[src/rtl/wbuf_pkg.sv]
package wbuf_pkg;

    typedef enum logic [1:0] {
        RD_IDLE  = 2'd0,
        RD_ISSUE = 2'd1,
        RD_WAIT  = 2'd2,
        RD_REPLY = 2'd3
    } rd_state_e;

    typedef enum logic [1:0] {
        OWN_NONE  = 2'd0,
        OWN_READ  = 2'd1,
        OWN_WRITE = 2'd2
    } port_owner_e;

endpackage

[src/rtl/wbuf_store.sv]
module wbuf_store #(
    parameter int ADDR_W = 32,
    parameter int DATA_W = 32,
    parameter int DEPTH  = 4,
    localparam int PTR_W = $clog2(DEPTH),
    localparam int CNT_W = $clog2(DEPTH + 1)
) (
    input  logic              clk,
    input  logic              rst,
    input  logic              push_valid,
    input  logic [ADDR_W-1:0] push_addr,
    input  logic [DATA_W-1:0] push_data,
    input  logic              head_lock,
    input  logic              pop,
    input  logic [ADDR_W-1:0] look_addr,
    output logic              look_hit,
    output logic [DATA_W-1:0] look_data,
    output logic [ADDR_W-1:0] head_addr,
    output logic [DATA_W-1:0] head_data,
    output logic              full,
    output logic              empty,
    output logic [CNT_W-1:0]  occ
);

    logic [ADDR_W-1:0] addr_q [DEPTH];
    logic [DATA_W-1:0] data_q [DEPTH];
    logic [PTR_W-1:0]  head_q;
    logic [CNT_W-1:0]  count_q;

    logic [PTR_W-1:0]  slot_of [DEPTH];
    logic              live    [DEPTH];
    logic [ADDR_W-1:0] addr_at [DEPTH];
    logic [DATA_W-1:0] data_at [DEPTH];

    // age-ordered view of the ring: position 0 is the oldest entry
    for (genvar k = 0; k < DEPTH; k++) begin : g_view
        assign slot_of[k] = head_q + PTR_W'(k);
        assign live[k]    = CNT_W'(k) < count_q;
        assign addr_at[k] = addr_q[slot_of[k]];
        assign data_at[k] = data_q[slot_of[k]];
    end

    logic             merge_hit;
    logic [PTR_W-1:0] merge_slot;
    logic             alloc;
    logic [PTR_W-1:0] tail;

    always_comb begin
        merge_hit  = 1'b0;
        merge_slot = '0;
        look_hit   = 1'b0;
        look_data  = '0;
        for (int k = 0; k < DEPTH; k++) begin
            if (live[k] && addr_at[k] == push_addr && !(k == 0 && head_lock)) begin
                merge_hit  = 1'b1;
                merge_slot = slot_of[k];
            end
            // later positions are younger, so the last match wins
            if (live[k] && addr_at[k] == look_addr) begin
                look_hit  = 1'b1;
                look_data = data_at[k];
            end
        end
    end

    assign alloc     = push_valid && !merge_hit;
    assign tail      = head_q + count_q[PTR_W-1:0];
    assign head_addr = addr_q[head_q];
    assign head_data = data_q[head_q];
    assign full      = count_q == CNT_W'(DEPTH);
    assign empty     = count_q == '0;
    assign occ       = count_q;

    always_ff @(posedge clk) begin
        if (rst) begin
            head_q  <= '0;
            count_q <= '0;
        end else begin
            if (pop) begin
                head_q <= head_q + 1'b1;
            end
            count_q <= count_q + CNT_W'(alloc) - CNT_W'(pop);
        end
    end

    always_ff @(posedge clk) begin
        if (push_valid) begin
            if (merge_hit) begin
                data_q[merge_slot] <= push_data;
            end else begin
                addr_q[tail] <= push_addr;
                data_q[tail] <= push_data;
            end
        end
    end

endmodule

[src/rtl/wbuf_port.sv]
module wbuf_port
    import wbuf_pkg::*;
#(
    parameter int ADDR_W = 32,
    parameter int DATA_W = 32
) (
    input  logic              clk,
    input  logic              rst,
    input  logic              rd_want,
    input  logic [ADDR_W-1:0] rd_addr,
    input  logic              wr_want,
    input  logic [ADDR_W-1:0] wr_addr,
    input  logic [DATA_W-1:0] wr_data,
    input  logic              mem_ready,
    output logic              mem_valid,
    output logic              mem_write,
    output logic [ADDR_W-1:0] mem_addr,
    output logic [DATA_W-1:0] mem_wdata,
    output logic              rd_taken,
    output logic              wr_taken,
    output logic              head_lock
);

    port_owner_e held_q;
    port_owner_e pick;

    // a held request keeps the port; otherwise reads go before writes
    always_comb begin
        if (held_q != OWN_NONE) begin
            pick = held_q;
        end else if (rd_want) begin
            pick = OWN_READ;
        end else if (wr_want) begin
            pick = OWN_WRITE;
        end else begin
            pick = OWN_NONE;
        end
    end

    assign mem_valid = pick != OWN_NONE;
    assign mem_write = pick == OWN_WRITE;
    assign mem_addr  = mem_write ? wr_addr : rd_addr;
    assign mem_wdata = mem_write ? wr_data : '0;
    assign rd_taken  = mem_ready && pick == OWN_READ;
    assign wr_taken  = mem_ready && pick == OWN_WRITE;
    assign head_lock = pick == OWN_WRITE;

    always_ff @(posedge clk) begin
        if (rst) begin
            held_q <= OWN_NONE;
        end else if (mem_valid && !mem_ready) begin
            held_q <= pick;
        end else begin
            held_q <= OWN_NONE;
        end
    end

endmodule

[src/rtl/wbuf_read.sv]
module wbuf_read
    import wbuf_pkg::*;
#(
    parameter int ADDR_W = 32,
    parameter int DATA_W = 32
) (
    input  logic              clk,
    input  logic              rst,
    input  logic              req_valid,
    input  logic [ADDR_W-1:0] req_addr,
    output logic              req_ready,
    input  logic              look_hit,
    input  logic [DATA_W-1:0] look_data,
    input  logic              taken,
    input  logic              mem_rsp_valid,
    input  logic [DATA_W-1:0] mem_rsp_data,
    output logic              want,
    output logic [ADDR_W-1:0] pend_addr,
    output logic              resp_valid,
    output logic [DATA_W-1:0] resp_data
);

    rd_state_e         state_q;
    logic [ADDR_W-1:0] addr_q;
    logic [DATA_W-1:0] data_q;

    always_ff @(posedge clk) begin
        if (rst) begin
            state_q <= RD_IDLE;
            addr_q  <= '0;
            data_q  <= '0;
        end else begin
            unique case (state_q)
                RD_IDLE: begin
                    if (req_valid) begin
                        addr_q <= req_addr;
                        if (look_hit) begin
                            data_q  <= look_data;
                            state_q <= RD_REPLY;
                        end else begin
                            state_q <= RD_ISSUE;
                        end
                    end
                end
                RD_ISSUE: begin
                    if (taken) begin
                        state_q <= RD_WAIT;
                    end
                end
                RD_WAIT: begin
                    if (mem_rsp_valid) begin
                        data_q  <= mem_rsp_data;
                        state_q <= RD_REPLY;
                    end
                end
                RD_REPLY: begin
                    state_q <= RD_IDLE;
                end
                default: state_q <= RD_IDLE;
            endcase
        end
    end

    assign req_ready  = state_q == RD_IDLE;
    assign want       = state_q == RD_ISSUE;
    assign pend_addr  = addr_q;
    assign resp_valid = state_q == RD_REPLY;
    assign resp_data  = data_q;

endmodule

[src/rtl/write_buffer_bypass.sv]
module write_buffer_bypass #(
    parameter int ADDR_W = 32,
    parameter int DATA_W = 32,
    parameter int DEPTH  = 4
) (
    input  logic              clk,
    input  logic              rst,
    input  logic              wr_valid,
    output logic              wr_ready,
    input  logic [ADDR_W-1:0] wr_addr,
    input  logic [DATA_W-1:0] wr_data,
    input  logic              rd_valid,
    output logic              rd_ready,
    input  logic [ADDR_W-1:0] rd_addr,
    output logic              rd_resp_valid,
    output logic [DATA_W-1:0] rd_resp_data,
    output logic              mem_req_valid,
    input  logic              mem_req_ready,
    output logic              mem_req_write,
    output logic [ADDR_W-1:0] mem_req_addr,
    output logic [DATA_W-1:0] mem_req_wdata,
    input  logic              mem_rsp_valid,
    input  logic [DATA_W-1:0] mem_rsp_data
);

    localparam int CNT_W = $clog2(DEPTH + 1);

    logic              full;
    logic              empty;
    logic [CNT_W-1:0]  occ;
    logic              look_hit;
    logic [DATA_W-1:0] look_data;
    logic [ADDR_W-1:0] head_addr;
    logic [DATA_W-1:0] head_data;
    logic              head_lock;
    logic              rd_want;
    logic [ADDR_W-1:0] pend_addr;
    logic              rd_taken;
    logic              wr_taken;
    logic              push;
    logic              rd_accept;

    assign wr_ready  = !full;
    assign push      = wr_valid && wr_ready;
    assign rd_accept = rd_valid && rd_ready;

    wbuf_store #(.ADDR_W(ADDR_W), .DATA_W(DATA_W), .DEPTH(DEPTH)) u_store (
        .clk       (clk),
        .rst       (rst),
        .push_valid(push),
        .push_addr (wr_addr),
        .push_data (wr_data),
        .head_lock (head_lock),
        .pop       (wr_taken),
        .look_addr (rd_addr),
        .look_hit  (look_hit),
        .look_data (look_data),
        .head_addr (head_addr),
        .head_data (head_data),
        .full      (full),
        .empty     (empty),
        .occ       (occ)
    );

    wbuf_read #(.ADDR_W(ADDR_W), .DATA_W(DATA_W)) u_read (
        .clk          (clk),
        .rst          (rst),
        .req_valid    (rd_accept),
        .req_addr     (rd_addr),
        .req_ready    (rd_ready),
        .look_hit     (look_hit),
        .look_data    (look_data),
        .taken        (rd_taken),
        .mem_rsp_valid(mem_rsp_valid),
        .mem_rsp_data (mem_rsp_data),
        .want         (rd_want),
        .pend_addr    (pend_addr),
        .resp_valid   (rd_resp_valid),
        .resp_data    (rd_resp_data)
    );

    wbuf_port #(.ADDR_W(ADDR_W), .DATA_W(DATA_W)) u_port (
        .clk      (clk),
        .rst      (rst),
        .rd_want  (rd_want),
        .rd_addr  (pend_addr),
        .wr_want  (!empty),
        .wr_addr  (head_addr),
        .wr_data  (head_data),
        .mem_ready(mem_req_ready),
        .mem_valid(mem_req_valid),
        .mem_write(mem_req_write),
        .mem_addr (mem_req_addr),
        .mem_wdata(mem_req_wdata),
        .rd_taken (rd_taken),
        .wr_taken (wr_taken),
        .head_lock(head_lock)
    );

endmodule

[config.mk]
export PLATFORM = sky130hd
export DESIGN_NAME = write_buffer_bypass
export DESIGN_NICKNAME = d
export VERILOG_FILES = /design/src/rtl/wbuf_pkg.sv /design/src/rtl/wbuf_store.sv /design/src/rtl/wbuf_port.sv /design/src/rtl/wbuf_read.sv /design/src/rtl/write_buffer_bypass.sv
export SDC_FILE = /design/constraint.sdc
export NUM_CORES = 1
export LEC_CHECK = 0
export BUFFER_PORTS_ARGS = -buffer_cell sky130_fd_sc_hd__buf_2
export CELL_PAD_IN_SITES_DETAIL_PLACEMENT = 0
export CELL_PAD_IN_SITES_GLOBAL_PLACEMENT = 1
export CORE_UTILIZATION = 48
export CTS_BUF_LIST = sky130_fd_sc_hd__clkbuf_8 sky130_fd_sc_hd__clkbuf_16
export DETAILED_ROUTE_END_ITERATION = 16
export PLACE_DENSITY = 0.82
export SYNTH_ARGS = -nofsm -noshare
export SYNTH_HDL_FRONTEND = slang
export SYNTH_SLANG_ARGS = --single-unit
[constraint.sdc]
create_clock -name clk -period 7.6 [get_ports clk]
set_input_delay 1.52 -clock clk [delete_from_list [all_inputs] [get_ports clk]]
set_output_delay 1.52 -clock clk [all_outputs]
set_load 0.005 [all_outputs]
==> qor.txt <==
share of the synthesized area in the top cell type - 0.331
initial antenna violation count - 5
CTS Buf Count - 39
routed wire length per instance - 27.6 µm
Clock Skew - 31.6 ps
FF+latch count, synth - 331
first-pass GRT wire length - 116,000 µm
P_leak - 0.00837 µW
vias in the first global route - 17,700
async set-reset flop share out of synthesis - 0
hpwl dp - 55,800 µm
crit-path cells - buf_4 -> mux4_2 -> xnor2_1 -> nand4_1 -> a2111oi_0 -> and4_1 -> a21o_1 -> o21ai_0 -> a211oi_4 -> buf_12
CP Class - flip-flop to flip-flop
Critical Path RT - 7870 ps
total power - 9650 µW
CTS tree - built
Die Height - 222 µm
Reg area - 0.00920 mm²
largest net degree at the start of global routing - 113
Mapped Cells - 2,096
reg2reg end - u_store.data_q[3][24]$_DFFE_PP_
Fill cells - 4,104
Ys Warns - 0
via-per-instance ratio - 6.52
Slowest-stage cell, CP - a2111oi_0
unrepaired setup endpoints after global routing - false
Reg-to-Reg Start - u_store.head_q[0]$_SDFFE_PP0P_
final WL - 78,700 µm
Worst-Skew Late Latency - 580 ps
Placer Congestion - 1.05
sequential fraction of the synthesis area - 0.395
Final ANT Viol Nets - 0
Final setup viols - 0
Distinct cells, synth - 76
post-route minimum period - 5920 ps
fin. max-slew vios - 0
grt ovf - 0
num ports - 235
r2r setup slk - 1680 ps
Hold Path Class - flip-flop to flip-flop
Synth Flop Type - edfxtp_1
Max-Cap Viols - 0
PD cells - 374 mW/mm²
Min-Delay Path Depth - 2
top cell type by total area after synthesis - edfxtp_1
syn_nets - 2,240
clock slew at reported path FFs - 60 ps
Post-synth EDFFs - 256
f_max - 169 MHz
core area - 0.0477 mm²
TritonRoute pass-1 iters - 6
nets - 2,343
status - complete, no violations
DR vias - 18,600
H-tree depth - 2
critical path data arrival time - 6190 ps
drt drc - 0
Layout Cells excl Fill - 2,849
post-place setup slack - 1870 ps
Critical Path Max Stage Delay - 1050 ps
Iter 0 DRT Violations - 1,948
hold path endpoint - u_read.pend_addr[26]$_SDFFE_PP0P_
Initial Util - 0.487
post-CTS setup buffers - 0
actual slew at the worst max-slew pin - 1210 ps
post_cts resized - 0
syn avg cell area - 11.1 µm²
share of post-route cells with drive strength above 1 - 0.253
Clk Tree Root Cell - clkbuf_16
die footprint - 0.0493 mm²
slew margin rel. - 0.174
Die Wd - 222 µm
row count - 80
most frequent cell after synthesis - edfxtp_1
Max clock buf depth - 3
DP Area - 0.0246 mm²
Max VDD drop - 0.278 mV
hold buffer count at CTS - 0
final setup margin - 1680 ps
Post-synth top cells - edfxtp_1, xnor2_1, nand2_1
post-synthesis instance area - 0.0232 mm²
area grow syn2layout - 11.1%
critical path peak fanout - 41
All-Layer GR Usage - 0.315
nature of the critical path endpoint - flip-flop
Synth area leaders - edfxtp_1, mux4_2, xnor2_1
Hold Vio Cnt, Final - 0
setup tns final - 0 ps
worst hold start - u_read.pend_addr[26]$_SDFFE_PP0P_
final instance area - 0.0258 mm²
area of the multi-input gates - 0.0130 mm²
clock sink count - 331
CP startpoint kind - flip-flop
Port Buffers - 234
reg2reg path depth - 10
placed cells - 2,773
Tcrit/Tclk final - 0.779
==> sequential cells by signal, summed over array words and instances, names as in the netlist, named ones only <==
name and flops:
u_store.addr_q 128, u_store.head_q 2, u_read.pend_addr 32, u_store.occ 3
u_read.state_q 2, u_store.data_q 128, u_port.held_q 2, u_read.resp_data 32
==> logic make-up after synthesis <==
kind of cell,count (synthesis),synth area share
adder cells (fa/ha/maj),10,0.00571
AND/OR/NAND/NOR,495,0.104
multiplexers,346,0.241
XOR/XNOR,241,0.0912
AO/OA/AOI/OAI,411,0.113
buffers and inverters,262,0.0500
flip-flops,331,0.395
==> power by group <==
group	internal, µW	switching [µW]
Combinational	2050	2940
Clock	1030	781
Sequential	2420	427
==> cell usage in the layout, fill, tap and decap left out, types with 4 or more instances in the layout <==
cell | Yosys | layout
a31oi_1 | 5 | 4
o22ai_1 | 6 | 6
mux2i_1 | 118 | 118
edfxtp_1 | 256 | 256
o211ai_1 | 33 | 33
nor2b_1 | 35 | 35
clkbuf_16 | 0 | 39
nor3_1 | 20 | 18
xnor2_1 | 218 | 218
nand2b_1 | 11 | 11
o21ai_0 | 75 | 75
nor2_1 | 89 | 85
clkinv_1 | 0 | 4
buf_2 | 29 | 234
dfxtp_1 | 75 | 71
diode_2 | 0 | 5
mux2_2 | 66 | 66
nor3b_1 | 35 | 35
a2bb2oi_1 | 4 | 4
nor4_1 | 12 | 12
a21oi_1 | 144 | 144
ha_1 | 9 | 8
clkinv_2 | 0 | 6
nand3_1 | 18 | 15
dfxtp_4 | 0 | 4
a22oi_1 | 8 | 8
mux4_1 | 15 | 15
nand2_1 | 198 | 198
a21o_1 | 35 | 35
a211oi_1 | 38 | 37
mux4_2 | 144 | 144
nand4_1 | 54 | 54
a2111oi_0 | 35 | 35
nor2_2 | 0 | 4
xor2_1 | 22 | 22
inv_1 | 54 | 67
and3_1 | 5 | 4
buf_4 | 13 | 33
==> worst max-delay path by stage <==
stage	from	cells after the start	end	slack [ps]
floorplan	wr_addr[15]	9	u_store.data_q[2][0]$_DFFE_PP_	970
global placement	wr_addr[31]	9	u_store.data_q[3][25]$_DFFE_PP_	1920
detailed placement	wr_addr[29]	10	u_store.data_q[3][24]$_DFFE_PP_	1870
CTS	u_store.head_q[0]$_SDFFE_PP0P_	10	u_store.data_q[3][28]$_DFFE_PP_	1820
global route	u_store.head_q[0]$_SDFFE_PP0P_	10	u_store.data_q[3][28]$_DFFE_PP_	1580
finish	u_store.head_q[0]$_SDFFE_PP0P_	10	u_store.data_q[3][24]$_DFFE_PP_	1680
==> critical path, delay by kind of cell, from the launching register on <==
family | cells | cell delay (ps)
AO/OA/AOI/OAI | 4 | 2500
flip-flops | 1 | 790
buffers and inverters | 2 | 760
AND/OR/NAND/NOR | 2 | 640
XOR/XNOR | 1 | 440
multiplexers | 1 | 420
==> layout make-up <==
class	instances	area share
antenna	5	0.000484
clock buffer	42	0.0394
clock inverter	29	0.00751
inverter	55	0.00799
multi-input combinational	1503	0.502
sequential	331	0.356
tap	615	0.0298
timing repair buffer	269	0.0565
==> through the flow <==
step / hold slack (ps) / util
2_1_floorplan: 433 / -
3_5_place_dp: 443 / 0.515
5_1_grt: 466 / 0.541
4_1_cts: 451 / 0.541
6_report: 451 / 0.541
3_3_place_gp: 438 / 0.515
==> per-layer routing <==
layer	share of wire	vias to the layer above	global-route usage	routed length, µm
met5	0.00022	-	0	17
met4	0.032	4	0.101	2530
met3	0.098	156	0.0820	7740
met2	0.46	1043	0.494	36200
met1	0.41	9273	0.425	32200
li1	-	8113	-	-
(Power assumes the default switching activity.)
